===== src/rtl/irq_merge_unit.sv =====
`timescale 1ns/1ps
module irq_merge_unit #(
  parameter int LVL_W = 3,
  parameter int ID_W  = 4,
  parameter int DW    = 8,
  parameter int AW    = 2,
  parameter logic [DW-1:0] VEC_RST = 'h0F
) (
  input  logic             clk,
  input  logic             rst_n,
  input  logic             cfg_we,
  input  logic             cfg_super,
  input  logic [AW-1:0]    cfg_addr,
  input  logic [DW-1:0]    cfg_wdata,
  output logic [DW-1:0]    cfg_rdata,
  input  logic             spi_req,
  input  logic             uart_req,
  output logic [LVL_W-1:0] irq_level,
  input  logic             iack,
  input  logic [LVL_W-1:0] iack_level,
  input  logic [ID_W-1:0]  iack_rival_id,
  output logic             iack_hit,
  output logic [DW-1:0]    iack_vec
);
  localparam int SPI_LSB = LVL_W + 1;
  localparam logic [AW-1:0] A_ID  = AW'(0);
  localparam logic [AW-1:0] A_LVL = AW'(1);
  localparam logic [AW-1:0] A_VEC = AW'(2);

  logic [ID_W-1:0]  id_q;
  logic [LVL_W-1:0] spi_lvl_q, uart_lvl_q;
  logic [DW-1:1]    vec_q;

  wire wr_ok = cfg_we & cfg_super;

  always_ff @(posedge clk or negedge rst_n) begin
    if (!rst_n) begin
      id_q       <= '0;
      spi_lvl_q  <= '0;
      uart_lvl_q <= '0;
      vec_q      <= VEC_RST[DW-1:1];
    end else if (wr_ok) begin
      case (cfg_addr)
        A_ID:  id_q <= cfg_wdata[ID_W-1:0];
        A_LVL: begin
          uart_lvl_q <= cfg_wdata[LVL_W-1:0];
          spi_lvl_q  <= cfg_wdata[SPI_LSB+LVL_W-1:SPI_LSB];
        end
        A_VEC: vec_q <= cfg_wdata[DW-1:1];
        default: ;
      endcase
    end
  end

  always_comb begin
    cfg_rdata = '0;
    if (cfg_super) begin
      case (cfg_addr)
        A_ID:  cfg_rdata[ID_W-1:0] = id_q;
        A_LVL: begin
          cfg_rdata[LVL_W-1:0]                 = uart_lvl_q;
          cfg_rdata[SPI_LSB+LVL_W-1:SPI_LSB]   = spi_lvl_q;
        end
        A_VEC: cfg_rdata = {vec_q, 1'b1};
        default: cfg_rdata = '0;
      endcase
    end
  end

  wire spi_act  = spi_req  & (spi_lvl_q  != '0);
  wire uart_act = uart_req & (uart_lvl_q != '0);
  wire [LVL_W-1:0] spi_eff  = spi_act  ? spi_lvl_q  : '0;
  wire [LVL_W-1:0] uart_eff = uart_act ? uart_lvl_q : '0;
  wire spi_wins = spi_act & (spi_eff >= uart_eff);

  assign irq_level = spi_wins ? spi_eff : uart_eff;

  assign iack_hit = iack & (id_q != '0) & (irq_level != '0)
                  & (iack_level == irq_level) & (id_q > iack_rival_id);
  assign iack_vec = iack_hit ? {vec_q, spi_wins} : '0;
endmodule


===== config.mk =====
export PLATFORM = sky130hd
export DESIGN_NAME = irq_merge_unit
export DESIGN_NICKNAME = d
export VERILOG_FILES = /design/src/rtl/irq_merge_unit.sv
export SDC_FILE = /design/constraint.sdc
export NUM_CORES = 1
export LEC_CHECK = 0
export CAP_MARGIN = 0
export CORE_MARGIN = 1.5
export CORE_UTILIZATION = 40
export CTS_BUF_LIST = sky130_fd_sc_hd__clkbuf_2
export CTS_CLUSTER_DIAMETER = 80
export DETAILED_ROUTE_END_ITERATION = 7
export HOLD_SLACK_MARGIN = 0.08
export PLACE_DENSITY_LB_ADDON = 0.08
export SYNTH_ARGS = -nofsm -noshare
export SYNTH_HDL_FRONTEND = slang
export SYNTH_SLANG_ARGS = --single-unit

===== constraint.sdc =====
create_clock -name clk -period 6.4 [get_ports clk]
set_input_delay 1.92 -clock clk [delete_from_list [all_inputs] [get_ports clk]]
set_output_delay 1.92 -clock clk [all_outputs]
set_load 0.01 [all_outputs]

# Word-level counts from Yosys, hierarchy flattened
# Cells that the tools add are included.
[word_totals] ff_bits=17 inputBits=24 output_inout_bits=20 word_cells=34
[classes] magnitude_cmp=2 eq_ne=3 mux=9 bitwise=8 reduce_logical=8
[op_table] cell="8-bit 2-to-1 mux" count=2
[op_table] cell="3-bit 2-to-1 mux" count=3
[op_table] cell="3-bit one-hot mux with 3 select lines" count=1
[op_table] cell="3-bit nonzero test" count=3
[op_table] cell="1-bit AND" count=8
[op_table] cell="3-bit one-hot mux with 2 select lines" count=1
[op_table] cell="2-bit AND reduction" count=3
[op_table] cell="4-bit > comparator" count=1
[op_table] cell="4-bit nonzero test" count=1
[op_table] cell="3-bit equality test" count=1
[op_table] cell="3-bit greater-or-equal comparator" count=1
[op_table] cell="2-bit by 1-bit equality test with 1-bit output (second input constant)" count=1
[op_table] cell="2-bit equality test (second input constant)" count=1
[op_table] cell="2-bit logical NOT" count=1
[op_table] cell="1-bit one-hot mux with 2 select lines" count=1
[op_table] cell="1-bit 2-to-1 mux" count=1

# Logic depth before layout (Yosys ltp)
# Gate-level depths: netlist (run 1).
[depth] ltp_word=11 mapped_depth=9 ltp_nobuf=9

# Worst setup path after synthesis (run 1)
# Ideal clock, no wire load.
[synth_path] path_kind="input to output" start="in uart_req" end="out iack_vec[1]" arrival_ps=3612 required_time_ps=4480 setup_slack_ps=868 stages=9 path_cell_list="nand2_1 inv_1 ha_1 nor2b_4 o21a_4 o21ai_0 o211ai_2 nor4_4 and2_1"
[synth_between] elab_chain_len=10 word_cells_on_any_way=11 classes_between="1 x order compare; 1 x eq/ne; 3 x mux; 5 x bitwise; 1 x reduce/logical"
[synth_lines] item="start, declared" line_no="17" text="input logic uart_req,"
[synth_lines] item="1-bit AND (*)" line_no="71" text="wire uart_act = uart_req & (uart_lvl_q != '0);"
[synth_lines] item="3-bit 2-to-1 mux (*)" line_no="73" text="wire [LVL_W-1:0] uart_eff = uart_act ? uart_lvl_q : '0;"
[synth_lines] item="3-bit greater-or-equal comparator" line_no="74" text="wire spi_wins = spi_act & (spi_eff >= uart_eff);"
[synth_lines] item="1-bit AND" line_no="74"
[synth_lines] item="3-bit 2-to-1 mux (*)" line_no="76" text="assign irq_level = spi_wins ? spi_eff : uart_eff;"
[synth_lines] item="3-bit nonzero test" line_no="78" text="assign iack_hit = iack & (id_q != '0) & (irq_level != '0)"
[synth_lines] item="1-bit AND" line_no="78"
[synth_lines] item="1-bit AND (*) (2 in series)" line_no="79" text="& (iack_level == irq_level) & (id_q > iack_rival_id);"
[synth_lines] item="named net iack_hit" line_no="22" text="output logic iack_hit,"
[synth_lines] item="8-bit 2-to-1 mux (*)" line_no="80" text="assign iack_vec = iack_hit ? {vec_q, spi_wins} : '0;"
[synth_lines] item="end, declared" line_no="23" text="output logic [DW-1:0] iack_vec"
# Mark *: on every way through the listed nets, which the timed path passes. The rest lies on a longest branch.

# Final worst setup path (run 1)
[layout_path] start="in spi_req" end="out iack_vec[2]"
[layout_between] elab_chain_len=10 word_cells_on_any_way=11 classes_between="1 x order compare; 1 x eq/ne; 3 x mux; 5 x bitwise; 1 x reduce/logical"
[layout_lines] item="start, declared" line_no="16" text="input logic spi_req,"
[layout_lines] item="1-bit AND (*)" line_no="70" text="wire spi_act = spi_req & (spi_lvl_q != '0);"
[layout_lines] item="3-bit 2-to-1 mux" line_no="72" text="wire [LVL_W-1:0] spi_eff = spi_act ? spi_lvl_q : '0;"
[layout_lines] item="3-bit greater-or-equal comparator" line_no="74"
[layout_lines] item="1-bit AND" line_no="74"
[layout_lines] item="3-bit 2-to-1 mux (*)" line_no="76"
[layout_lines] item="3-bit nonzero test" line_no="78"
[layout_lines] item="1-bit AND" line_no="78"
[layout_lines] item="1-bit AND (*) (2 in series)" line_no="79"
[layout_lines] item="8-bit 2-to-1 mux (*)" line_no="80"
# Every way passes the cells marked *; elsewhere a longest branch is shown, timed or not.

==> results of run 1 <==
registers in the layout, summed over array words and instances (netlist names):
signal and cells:
spi_lvl_q 3, uart_lvl_q 3, id_q 4, vec_q 7
layout make-up:
| cell class | count | area, sq um | area share |
|---|---|---|---|
| tap | 44 | 55.1 | 0.0295 |
| inverter | 9 | 33.8 | 0.0181 |
| timing repair buffer | 55 | 494 | 0.265 |
| sequential | 17 | 429 | 0.230 |
| clock buffer | 4 | 20.0 | 0.0107 |
| multi-input combinational | 104 | 833 | 0.447 |
kinds of logic (layout without fill, tap and decap cells):
| group | after synthesis | count (layout) | share of synthesized area |
|---|---|---|---|
| AO/OA/AOI/OAI | 31 | 31 | 0.172 |
| adder cells (fa/ha/maj) | 11 | 11 | 0.107 |
| buffers and inverters | 11 | 68 | 0.0379 |
| flip-flops | 17 | 17 | 0.333 |
| multiplexers | 17 | 17 | 0.149 |
| AND/OR/NAND/NOR | 45 | 45 | 0.202 |
worst max path at each step:
stage | startpoint | endpoint
final | spi_req | iack_vec[2]
after global routing | spi_req | iack_vec[2]
after CTS | spi_req | iack_hit
after detailed placement | uart_req | iack_vec[4]
after global placement | spi_req | iack_vec[4]
after floorplan | uart_req | iack_vec[1]
layer usage:
metal / global-route usage / vias to the layer above / part of all wire
met5: 0 / - / 0
met4: 0.0730 / 0 / 0.017
met3: 0.0173 / 7 / 0.052
met2: 0.345 / 45 / 0.49
met1: 0.262 / 611 / 0.44
li1: - / 602 / -
power by group:
group | internal [mW] | switching [mW]
sequential | 0.134 | 0.0264
combinational | 0.0950 | 0.0806
clock | 0.0166 | 0.0339
total | 0.246 | 0.141
per-stage QoR:
| step | cells | utilization | setup TNS [ns] | power (mW) | cell area [sq um] |
|---|---|---|---|---|---|
| floorplan | 132 | - | 0 | 0.257 | 1290 |
| global placement | 225 | 0.596 | -1.44 | 0.322 | 1820 |
| detailed placement | 225 | 0.596 | -2.24 | 0.328 | 1820 |
| CTS | 231 | 0.608 | 0 | 0.384 | 1860 |
| global route | 233 | 0.611 | 0 | 0.412 | 1870 |
| finish | 233 | 0.611 | 0 | 0.387 | 1870 |
synth_stat cells (2+ instances only):
cell / count
a222oi_1: 2
mux2_2: 17
or2_2: 2
o211ai_1: 2
ha_1: 11
nand3_1: 4
a22oi_1: 4
and2_1: 8
dfstp_2: 3
inv_1: 9
nor2b_1: 3
or4_1: 2
nand2_1: 10
nor2_1: 7
a21oi_1: 4
dfrtp_1: 14
o21ai_0: 8
repair_timing:
action                                  in CTS  in global routing
pin swaps                                    0                  2
endpoints found under the hold margin        0                  0
buffers inserted                             2                  2
endpoints found under the setup margin       9                  7
resized for setup                           15                 15
==> run metrics, run 1 <==
EDFF count, synth 0; post-route antenna net violation count 0; Final #Nets 225; largest net degree at the start of global routing 18; Die H 59.8 um; share of layout cells above drive strength 1 0.286; CP Max Fanout 8; Initial Utilization 0.422; Clock Path Buffers 2; final hold vios 0; FF+latch count, synth 17; delay-heaviest family, CP buffers and inverters; DRT Pass-1 Iters 4; CP Data Required Time 4.48 ns; DRC 0; PortBufs 43; R2R Path Start spi_lvl_q[1]$_DFFE_PN0P_; critical path launch point type input pin; Pwr Density 207 nW/um^2; global-route wire length before repair 5550 um; Yosys cell types 39; Static Leak 0.838 nW; Reg2Reg Depth 1; GP Congestion 0.868; DR vias/cell 5.43; Synth Net Count 167; outcome finished, final reports clean; MaxCap Viol Count 0; detailed-route via count 1,265; Slew HR 0.488; H-tree levels 1; CP max stage cell clkdlybuf4s50_1; vias in the first global route 1,281; Hold Buf Count CTS 0; Min-Delay Startpoint vec_q[6]$_DFFE_PN0P_; Core Box Area 3050 sq um; PnR worst setup slack 0.111 ns; FF-to-FF End spi_lvl_q[1]$_DFFE_PN0P_; Synth Area per Inst 9.76 sq um; Post-Syn Area 1290 sq um; Hold WC Path Type reg2reg; fin crit period 6.29 ns; worst slew pin tran 0.765 ns; Post-Route WL 3320 um; depth of the worst hold-timing path 1; sequential-to-total area share from yosys stat 0.333; hold_ws 0.552 ns; full die area 3570 sq um; Setup Crit Path Kind in2out; Peak VDD IR 0.000142 V; highest clock rate 159 MHz; Rows 20; Place WS -0.287 ns; max incr delay on CP 0.45 ns; root buf cell clkbuf_2; RSZ-0062 raised after global routing false; biggest area consumer among synthesized cells dfrtp_1; io pins 44; Clock Latency Late Sink 0.30 ns; Synth Instances 132; Final period util 0.983; Worst Setup End Kind output port; antenna violations before repair 0; CTS tree built; most frequent cells in the layout clkdlybuf4s50_1 (33), mux2_2 (17), dfrtp_1 (14), buf_4 (12), ha_1 (11); Horiz. Die Dim 59.8 um; top cells by area, synth dfrtp_1 (27%), mux2_2 (15%), ha_1 (11%); final setup vio count 0; WL per Instance 14.3 um; CTS sink count 17; Post-DP HPWL 2570 um; gr usage total 0.201; fin. max-slew vios 0; most common cell after layout, fill and taps aside clkdlybuf4s50_1; Worst Path Arrival 4.37 ns; total CTS buffers 3; Worst Hold Path EP vec_q[6]$_DFFE_PN0P_; Ys Warns 0; Clock transition at path regs 0.16 ns; ant diodes 0; ys async rst share 1.00; crit path buf inv count 5; crit path cell chain clkdlybuf4s50_1 > nand2_1 > inv_1 > ha_1 > nand2_1 > o21a_4 > or3_1 > o221ai_2 > nor4_4 > buf_4 > buf_4 > and2_1 > dlygate4sd2_1; area delta synth->final 44.8%; Post-synth top flop dfrtp_1; Layout Skew 0 ns; GRT overflow 0; CP Depth 13; fillers 285; R2R setup slack 5.51 ns; area share of the largest cell type after synthesis 0.272; DRT iter0 DRCs 54
Note: power is estimated with default switching activity, not from simulation.
==> run 2: changes to the inputs <==
--- a/config.mk
+++ b/config.mk
@@ -8,10 +8,10 @@
 export CAP_MARGIN = 0
 export CORE_MARGIN = 1.5
 export CORE_UTILIZATION = 40
-export CTS_BUF_LIST = sky130_fd_sc_hd__clkbuf_2
+export CTS_BUF_LIST = sky130_fd_sc_hd__clkbuf_4
 export CTS_CLUSTER_DIAMETER = 80
 export DETAILED_ROUTE_END_ITERATION = 7
-export HOLD_SLACK_MARGIN = 0.08
+export HOLD_SLACK_MARGIN = 0.05
 export PLACE_DENSITY_LB_ADDON = 0.08
 export SYNTH_ARGS = -nofsm -noshare
 export SYNTH_HDL_FRONTEND = slang
==> run 2 against run 1 <==
Combinational power barely moved. Fmax about the same. Global-route usage is 0.27 points higher. Critical path depth is the same. Register-to-register slack about the same. Hold slack worse by 0.013 ns. Sequential power is essentially flat. Cell count did not move. Clock skew unchanged.
==> run metrics, run 2 (synthesized netlist as in run 1, its figures left out) <==
Sw Ratio 0.355 (-0.00929); Min-Delay Startpoint vec_q[6]$_DFFE_PN0P_; post-route antenna net violation count 0 (unchanged); cell-internal power 0.258 mW (+4.9%); share of layout cells above drive strength 1 0.286 (unchanged); Die H 59.8 um (unchanged); fin. max-slew vios 0 (unchanged); Hold Buf Count CTS 0 (unchanged); GP Congestion 0.868 (unchanged); Hold WC Path Type reg2reg; Rows 20 (unchanged); Net Sw Power 0.142 mW (+0.80%); PnR worst setup slack 0.111 ns (-0.000698 ns); max reg flops 7 (unchanged); Slew HR 0.489 (about the same); MaxCap Viol Count 0 (unchanged); Initial Utilization 0.422 (unchanged); Layout Skew 0 ns (unchanged); Horiz. Die Dim 59.8 um (unchanged); DR vias/cell 5.38 (-0.87%); worst slew pin tran 0.765 ns (-0.000719 ns); Tot Pwr 0.400 mW (+3.4%); combinational share of power 0.440 (-0.014); gr usage total 0.204 (+0.00269); DRC 0 (unchanged); Core Box Area 3050 sq um (unchanged); Clock Latency Late Sink 0.30 ns (about the same); critical path launch point type input pin; Final #Nets 225 (unchanged); most common cell after layout, fill and taps aside clkdlybuf4s50_1; vias in the first global route 1,281 (unchanged); R2R Path Start spi_lvl_q[1]$_DFFE_PN0P_; Final period util 0.983 (about the same); ant diodes 0 (unchanged); CTS sink count 17 (unchanged); full die area 3570 sq um (unchanged); Largest regs vec_q: 7 flops, id_q: 4 flops; CTS tree built; global-route wire length before repair 5560 um (+0.13%); largest net degree at the start of global routing 18 (unchanged); CP Data Required Time 4.48 ns (about the same); RSZ-0062 raised after global routing false; DRT iter0 DRCs 67 (+24%); final hold vios 0 (unchanged); fin crit period 6.29 ns (+0.000698 ns); CP Max Fanout 8 (unchanged); H-tree levels 1 (unchanged); area delta synth->final 45.5%; final core occ 0.614 (+0.00328); highest clock rate 159 MHz (about the same); root buf cell clkbuf_4; final setup vio count 0 (unchanged); CP Launch Point spi_req; Post-DP HPWL 2570 um (unchanged); Place WS -0.287 ns (unchanged); Clock transition at path regs 0.10 ns (-0.06 ns); WL per Instance 14.3 um (+0.45%); Post-Route WL 3340 um (+0.45%); hold_ws 0.539 ns (-0.0131 ns); Worst Path Arrival 4.37 ns (about the same); Pwr Density 213 nW/um^2 (+2.9%); part of the power in the clock network 0.159 (+0.029); PortBufs 43 (unchanged); Fin Setup TNS 0 ns (unchanged); most frequent cells in the layout clkdlybuf4s50_1 (33), mux2_2 (17), dfrtp_1 (14), buf_4 (12), ha_1 (11); Clock Path Buffers 2 (unchanged); antenna violations before repair 0 (unchanged); Worst Setup End Kind output port; Static Leak 0.839 nW (+0.21%); GRT overflow 0 (unchanged); Peak VDD IR 0.000115 V (-19%); outcome finished, final reports clean; sequential share of power 0.402 (-0.013); Setup Crit Path Kind in2out; DRT Pass-1 Iters 5 (+1); total CTS buffers 3 (unchanged); io pins 44 (unchanged); most flop-heavy register vec_q; detailed-route via count 1,254 (-0.87%)
-- run 2: layout make-up --
| class | count | area [sq um] |
|---|---|---|
| clock buffer | 4 | 30.0 |
| fill | 286 | 1180 |
| inverter | 9 | 33.8 |
| multi-input combinational | 104 | 833 |
| sequential | 17 | 429 |
| tap | 44 | 55.1 |
| timing repair buffer | 55 | 494 |
-- run 2: through the flow --
step,cells,area (sq um)
global placement,225,1820
global route,233,1880
floorplan,132,1290
detailed placement,225,1820
finish,233,1880
CTS,231,1870
-- run 2: layer usage --
layer  global-route usage  up-vias  routed length [um]
li1                     -      601                   -
met1                0.262      605                1500
met2                0.345       41                1630
met3               0.0173        7                 131
met4               0.0921        0                  72
met5                    0        -                   0
-- run 2: power groups by stage --
stage	Clock, mW	Combinational, mW	Sequential, mW
2_1_floorplan	0	0.106	0.150
3_3_place_gp	0	0.161	0.161
3_5_place_dp	0	0.166	0.161
4_1_cts	0.0661	0.172	0.159
5_1_grt	0.0683	0.193	0.164
6_report	0.0634	0.176	0.161
-- run 2: worst max-delay path, cell delays in order --
cell and delay [ns]:
clkdlybuf4s50_1 0.45, nand2_1 0.11, inv_1 0.06, ha_1 0.31, nand2_1 0.10, o21a_4 0.25, or3_1 0.33, o221ai_2 0.11
nor4_4 0.05, buf_4 0.15, buf_4 0.12, and2_1 0.14, dlygate4sd2_1 0.27
-- run 2: repair_timing --
action,CTS,global route
endpoints found under the hold margin,0,0
pin swaps,0,2
resized for setup,15,15
endpoints found under the setup margin,9,7
setup buffers,2,2
gates cloned,0,0
-- run 2: final timing paths --
path                                       endpoint  slack (ns)  depth (start not counted)
min reg2reg                    vec_q[6]$_DFFE_PN0P_        0.54                          1
min in group asynchronous       id_q[3]$_DFFE_PN0P_        2.06                          1
max                                     iack_vec[2]        0.11                         13
min                            vec_q[6]$_DFFE_PN0P_        0.54                          1
max reg2reg                spi_lvl_q[1]$_DFFE_PN0P_        5.52                          1
max in group asynchronous  spi_lvl_q[2]$_DFFE_PN0P_        3.86                          1
